<file path="config.mk">
export PLATFORM = sky130hd
export DESIGN_NAME = ctx_latch_bank
export DESIGN_NICKNAME = d
export VERILOG_FILES = /design/src/rtl/clb_pkg.sv /design/src/rtl/clb_bus_fsm.sv /design/src/rtl/clb_decode.sv /design/src/rtl/clb_latch_cell.sv /design/src/rtl/ctx_latch_bank.sv
export SDC_FILE = /design/constraint.sdc
export NUM_CORES = 1
export LEC_CHECK = 0
export ABC_AREA = 0
export BUFFER_PORTS_ARGS = -buffer_cell sky130_fd_sc_hd__buf_4
export CORE_AREA = 2 2 39 41
export CTS_CLUSTER_DIAMETER = 40
export DETAILED_ROUTE_END_ITERATION = 8
export DIE_AREA = 0 0 41 43
export PLACE_DENSITY = 0.69
export SLEW_MARGIN = 20
export SYNTH_ARGS = -nofsm -noshare
export SYNTH_HDL_FRONTEND = slang
export SYNTH_SLANG_ARGS = --single-unit
export TNS_END_PERCENT = 50
</file>
<file path="constraint.sdc">
create_clock -name clk -period 1.9 [get_ports clk]
set_input_delay 0.38 -clock clk [delete_from_list [all_inputs] [get_ports clk]]
set_output_delay 0.38 -clock clk [all_outputs]
set_load 0.05 [all_outputs]
</file>
<file path="src/rtl/clb_pkg.sv">
package clb_pkg;

    localparam int NUM_LATCH = 5;

    typedef enum logic [2:0] {
        LT_SEG_LO   = 3'd0,
        LT_SEG_HI   = 3'd1,
        LT_SETUP    = 3'd2,
        LT_SOFT_ERR = 3'd3,
        LT_HARD_ERR = 3'd4
    } latch_id_e;

    typedef enum logic [1:0] {
        ST_IDLE   = 2'd0,
        ST_RD_CYC = 2'd1,
        ST_WR_CYC = 2'd2
    } bus_state_e;

endpackage

</file>
<file path="src/rtl/clb_bus_fsm.sv">
module clb_bus_fsm
    import clb_pkg::*;
(
    input  logic clk,
    input  logic rst_n,
    input  logic bus_strobe,
    input  logic bus_rd,
    output logic access_fire
);

    bus_state_e state_q, state_d;

    always_ff @(posedge clk) begin
        if (!rst_n) state_q <= ST_IDLE;
        else        state_q <= state_d;
    end

    always_comb begin
        state_d     = ST_IDLE;
        access_fire = 1'b0;
        unique case (state_q)
            ST_IDLE: begin
                if (bus_strobe) begin
                    access_fire = 1'b1;
                    state_d     = bus_rd ? ST_RD_CYC : ST_WR_CYC;
                end
            end
            ST_RD_CYC: begin
                if (bus_strobe) begin
                    access_fire = !bus_rd;
                    state_d     = bus_rd ? ST_RD_CYC : ST_WR_CYC;
                end
            end
            ST_WR_CYC: begin
                if (bus_strobe) begin
                    access_fire = bus_rd;
                    state_d     = bus_rd ? ST_RD_CYC : ST_WR_CYC;
                end
            end
            default: begin
                state_d     = ST_IDLE;
                access_fire = 1'b0;
            end
        endcase
    end

endmodule

</file>
<file path="src/rtl/clb_decode.sv">
module clb_decode
    import clb_pkg::*;
#(
    parameter int ADDR_W       = 16,
    parameter int BASE_ADDR    = 'hE000,
    parameter int LATCH_STRIDE = 4
) (
    input  logic [ADDR_W-1:0]    addr,
    output logic [NUM_LATCH-1:0] set_hit,
    output logic [NUM_LATCH-1:0] clr_hit
);

    for (genvar i = 0; i < NUM_LATCH; i++) begin : g_dec
        localparam logic [ADDR_W-1:0] CLR_A = ADDR_W'(BASE_ADDR + LATCH_STRIDE * i);
        localparam logic [ADDR_W-1:0] SET_A = ADDR_W'(BASE_ADDR + LATCH_STRIDE * i + 2);
        assign clr_hit[i] = (addr == CLR_A);
        assign set_hit[i] = (addr == SET_A);
    end

endmodule

</file>
<file path="src/rtl/clb_latch_cell.sv">
module clb_latch_cell (
    input  logic clk,
    input  logic rst_n,
    input  logic fire,
    input  logic set_hit,
    input  logic clr_hit,
    output logic q
);

    always_ff @(posedge clk) begin
        if (!rst_n)                q <= 1'b0;
        else if (fire && set_hit)  q <= 1'b1;
        else if (fire && clr_hit)  q <= 1'b0;
    end

endmodule

</file>
<file path="src/rtl/ctx_latch_bank.sv">
module ctx_latch_bank
    import clb_pkg::*;
#(
    parameter int ADDR_W       = 16,
    parameter int BASE_ADDR    = 'hE000,
    parameter int LATCH_STRIDE = 4
) (
    input  logic              clk,
    input  logic              rst_n,
    input  logic [ADDR_W-1:0] bus_addr,
    input  logic              bus_strobe,
    input  logic              bus_rd,
    input  logic              supervisor,
    output logic [1:0]        ctx,
    output logic              setup_mode,
    output logic              soft_err_en,
    output logic              hard_err_en
);

    logic                 access_fire;
    logic [NUM_LATCH-1:0] set_hit;
    logic [NUM_LATCH-1:0] clr_hit;
    logic [NUM_LATCH-1:0] latch_q;

    clb_bus_fsm u_fsm (
        .clk         (clk),
        .rst_n       (rst_n),
        .bus_strobe  (bus_strobe),
        .bus_rd      (bus_rd),
        .access_fire (access_fire)
    );

    clb_decode #(
        .ADDR_W       (ADDR_W),
        .BASE_ADDR    (BASE_ADDR),
        .LATCH_STRIDE (LATCH_STRIDE)
    ) u_dec (
        .addr    (bus_addr),
        .set_hit (set_hit),
        .clr_hit (clr_hit)
    );

    for (genvar i = 0; i < NUM_LATCH; i++) begin : g_cell
        clb_latch_cell u_cell (
            .clk     (clk),
            .rst_n   (rst_n),
            .fire    (access_fire),
            .set_hit (set_hit[i]),
            .clr_hit (clr_hit[i]),
            .q       (latch_q[i])
        );
    end

    // Supervisor state forces context 0; user context is rebuilt from the segment bits.
    always_comb begin
        if (supervisor) ctx = 2'd0;
        else            ctx = {latch_q[LT_SEG_HI], latch_q[LT_SEG_LO]};
        setup_mode  = latch_q[LT_SETUP];
        soft_err_en = latch_q[LT_SOFT_ERR];
        hard_err_en = latch_q[LT_HARD_ERR];
    end

endmodule

</file>
* Word-level counts from Yosys, hierarchy flattened
Index checks and enable logic that the tools add are counted.
** Word-level totals
- Bits in registers :: 7
- Input bits :: 21
- Output and inout bits :: 5
** Cells by class
- Mux-type cells :: 16
- Reductions and logical operators :: 19
- Equal/unequal tests :: 12
** Operator list (number)
- $eq A16 B16 Y1 const B :: 10
- $mux W1 :: 13
- $logic_and A1 B1 Y1 :: 10
- $reduce_bool A2 Y1 :: 5
- $mux W2 :: 2
- $pmux W1 S3 :: 1
- $reduce_and A3 Y1 :: 1
- $reduce_or A3 Y1 :: 1
- $eq A2 B1 Y1 const B :: 1
- $eq A2 B2 Y1 const B :: 1
- $logic_not A2 Y1 :: 1
- $logic_not A1 Y1 :: 1

* Logic depth before layout (Yosys ltp)
- Depth in word-level cells :: 6
- Mapped depth :: 6
- Mapped depth without buffers :: 6

* Hierarchy
From an unflattened synthesis, not the netlist that was laid out.
** Second synthesis, totals
- Cell total of the unflattened synthesis :: 60
- Area total of the unflattened synthesis :: 608.1 sq um
** By module, submodules not included
- clb_decode :: instances 1, area an instance 254.0 sq um, cells each 23
- clb_latch_cell :: instances 5, area an instance 38.8 sq um, cells each 4
- clb_bus_fsm :: instances 1, area an instance 147.6 sq um, cells each 15
- ctx_latch_bank :: instances 1, area an instance 12.5 sq um, cells each 2

* Least setup slack after synthesis
OpenSTA, ideal clock, no wires.
- Kind :: reg2reg
- Start point :: reg u_fsm.state_q[0]
- End point :: reg g_cell[1].u_cell.q
- Setup time :: 0.072 ns
- Stages on the path, launching flop included :: 6
- Path slack :: 0.429 ns
- Data arrival time :: 1.399 ns
- Period minus slack after synthesis :: 1.471 ns
- Path through :: dfxtp_1 -> ha_1 -> nor3b_1 -> nand4_2 -> nor4b_1 -> mux2i_1
** Between the ends
- Cells in the longest elaborated chain, start to end :: 4
** Ends and longest elaborated chain
- start, declared :: RTL line clb_bus_fsm.sv:11 : bus_state_e state_q, state_d;
- start signal, assigned :: RTL line clb_bus_fsm.sv:15 : else state_q <= state_d;
- $eq A2 B2 Y1 (tied with other cells) :: RTL line clb_bus_fsm.sv:21 : unique case (state_q)
- $pmux W1 S3 (*) :: RTL line clb_bus_fsm.sv:21
- $logic_and A1 B1 Y1 (on tied branches) :: RTL line clb_latch_cell.sv:12, clb_latch_cell.sv:13
- $mux W1 / $reduce_bool A2 Y1 (equally long branches)
- end signal, assigned :: RTL line clb_latch_cell.sv:11 : if (!rst_n) q <= 1'b0;
- end signal, assigned :: RTL line clb_latch_cell.sv:12 : else if (fire && set_hit) q <= 1'b1;
- end signal, assigned :: RTL line clb_latch_cell.sv:13 : else if (fire && clr_hit) q <= 1'b0;
- end, declared :: RTL line clb_latch_cell.sv:7 : output logic q
Every way passes the cells marked *; elsewhere a longest branch is shown, timed or not.
A chain may end at the register's enable or synchronous reset.

* Final worst setup path
- Start point :: reg u_fsm.state_q[0]
- End point :: reg g_cell[4].u_cell.q
** Between the ends
- Cells in the longest elaborated chain, start to end :: 4
** Ends and longest elaborated chain (RTL line)
- $eq A2 B2 Y1 (tied with other cells) :: clb_bus_fsm.sv:21
- $pmux W1 S3 (*) :: clb_bus_fsm.sv:21
- $logic_and A1 B1 Y1 (on tied branches) :: clb_latch_cell.sv:12, clb_latch_cell.sv:13
- $mux W1 / $reduce_bool A2 Y1 (equally long branches)
- end signal, assigned :: clb_latch_cell.sv:11
- end signal, assigned :: clb_latch_cell.sv:12
- end signal, assigned :: clb_latch_cell.sv:13
- end, declared :: clb_latch_cell.sv:7
Marks and branches as above.

==> impl_results.md <==
- CTS Hold Bufs: 0
- # fillers: between 100 and 150
- Die width: between 40 and 50 um
- VDD IR max: 0.321 mV
- Synth top area share: about a third
- Period utilisation layout: 85.3%
- TNS Setup: 0 ns
- Vias per inst: 4.75
- Post-synthesis sequential area ratio: 32.7%
- Max cap viols: 0
- Placed Cells: 85
- Diode count: 0
- Ranking of synthesized cells by area: dfxtp_1 33%, nor4_4 9.9%, mux2i_1 9.3%
- CP max stage delay: 0.45 ns
- Hold_ws: between 0.3 and 0.4 ns
- Grt ovf: 0
- CP Class: register to register
- Die Footprint: about 0.0018 mm2
- Synth warnings: 0
- CP Buf/Inv Count: 1
- Gates resized, CTS repair: 0
- Adder-cell share of the synthesized area: between 8 and 9%
- Area grow syn2layout: 54.5%
- Largest net degree at the start of global routing: 9
- Final setup viols: 0
- Startpoint Class: register
- Leading area contributor after synthesis: dfxtp_1
- I/O pins: 26
- CTS tree: yes
- Clk_skew: 0.00129 ns
- Leak: roughly 0.29 nW
- RSZ-0062 raised after global routing: no
- Post-synthesis area per instance: slightly below 10 um2
- Synth Net Count: 68
- Count leader, synth: nand2_1
- Worst slew margin: a little over two thirds
- Main flop type after synthesis: dfxtp_1
- Post-synth EDFFs: 0
- Setup crit end kind: register
- Reg2reg setup slack: around 0.28 ns
- Core area: 0.00138 mm2
- Yosys reg bits: 7
- Top cells by instance count after synthesis: 8 x nand2_1, 7 x dfxtp_1, 4 x mux2i_1
- Vias in the first global route: around 400
- HPWL Detailed: 783 um
- Final worst setup slack: 0.279 ns
- WP data required: 2.08 ns
- # nets final: between 90 and 100
- Final WL: 959 um
- Layout cells sized above 1: between 40% and 50%
- Gate Count Post-Synth: between 40 and 50
- Critical path fanouts, max: 6
- Asr flop ratio synth: 0%
- I/O Buffers: 25
- Mux cell area share after synthesis: 9.33%
- Top Family by Delay on Critical Path: simple AND/OR/NAND/NOR gates
- Hold Crit Class: input port to register
- DR iter-0 viols: 2
- Status: finished, final reports clean
- Clock sinks: 7
- Tightest Pin Transition: approximately 0.45 ns
- Starting Density: between 30% and 40%
- Pre-antenna DRT Iters: 3
- Final Hold Viols: 0
- Clock transition at path regs: roughly 0.05 ns
- First-pass GRT wire length: roughly 1.7 mm
- Final core occ: roughly 48%
- Largest family of logic cells by synthesized area: simple AND/OR/NAND/NOR gates
- Max Transition Viols Final: 0
- H-tree Lvls: 1
- # DRC: 0
- Xor/xnor share of the synthesized area: between 2 and 2.5%
- Fmax: around 620 MHz
- Number of routed nets with antenna violations: 0
- Worst Path Arrival: about 1.8 ns
- Routed len/inst: about 11 um
- Slowest CP cell: nor4b_1
- Fin crit period: about 1.6 ns
- Clock root buffer: clkbuf_4
- Via count: around 420
- Synth Area in Simple Gates: 40.2%
- Compound-Gate Fraction of Synth Area: around 5.2%
- P per Cell Area: 525 mW/mm2
- Total GRT Usage: between 10% and 20%
- Fin cells: 89
- RePlAce Congestion: 0.729
- Post-CTS Setup Inserts: 0
- DP Worst Slack: roughly 0.21 ns
- Mapped cell area: approximately 430 um2
- Total CTS buffers: 3
- Netlist cell types: 19
- CTS max path bufs: 2
- Worst skew pair latency: between 0.2 and 0.3 ns
- Initial antenna violation count: 0
- Height of the die: between 40 and 50 um
- Row count: 14
- Crit path cell chain: inv_1 > ha_1 > xnor2_1 > a21oi_1 > nor4b_1 > mux2i_1
-- power breakdown --
part           total [mW]  leakage [nW]  switching [mW]  internal [mW]
clock               0.137        0.0150          0.0568         0.0803
combinational      0.0616         0.214          0.0257         0.0359
sequential          0.150        0.0567         0.00107          0.149
total               0.348         0.286          0.0836          0.265
-- placed cells by master (no fill, tap or decap) --
cell / netlist / layout
a21oi_1: 1 / 1
and3_1: 1 / 1
and4b_1: 1 / 1
buf_4: 0 / 25
clkbuf_1: 0 / 1
clkbuf_4: 0 / 3
dfxtp_1: 7 / 7
ha_1: 3 / 3
inv_1: 2 / 2
mux2i_1: 4 / 4
nand2_1: 8 / 8
nand3_1: 1 / 1
nand4_2: 1 / 1
nor2_1: 2 / 2
nor2b_1: 3 / 3
nor3b_1: 1 / 1
nor4_1: 1 / 1
nor4_4: 2 / 2
nor4b_1: 3 / 3
o311ai_0: 1 / 1
o41ai_1: 1 / 1
xnor2_1: 1 / 1
-- metal layers --
metal	track usage [%]	vias up	share of wire, %	wire length, um
met1	16.4	186	42	398
li1	-	218	-	-
met5	0	-	0	0
met3	4.71	4	8.2	79
met4	10.0	0	3.0	29
met2	20.6	15	47	451
-- state kept, by name, indices dropped and copies added, names as in the netlist --
register	flops
g_cell.u_cell.q	5
u_fsm.state_q	2
-- metrics by stage --
stage               power, mW  instance area, um2
finish                  0.348                 663
global route            0.369                 663
CTS                     0.349                 663
detailed placement      0.215                 637
global placement        0.214                 637
floorplan               0.170                 429
-- area by class of cell --
type,instances,area (um2),share of cell area [%]
multi-input combinational,35,282,42.5
sequential,7,140,21.1
inverter,2,7.51,1.13
clock buffer,4,26.3,3.96
tap,16,20.0,3.02
timing repair buffer,25,188,28.3
-- cells by family (layout without fill, tap and decap cells) --
kind of cell,count (synthesis),after routing
flip-flops,7,7
AO/OA/AOI/OAI,3,3
multiplexers,4,4
buffers and inverters,2,31
XOR/XNOR,1,1
AND/OR/NAND/NOR,24,24
adder cells (fa/ha/maj),3,3
-- worst paths after layout --
kind / to / depth (start not counted) / start
max: g_cell[4].u_cell.q / 6 / u_fsm.state_q[0]
min: u_fsm.state_q[1] / 2 / bus_rd
max reg2reg: g_cell[4].u_cell.q / 6 / u_fsm.state_q[0]
min reg2reg: g_cell[0].u_cell.q / 2 / g_cell[0].u_cell.q
(Power assumes the default switching activity.)
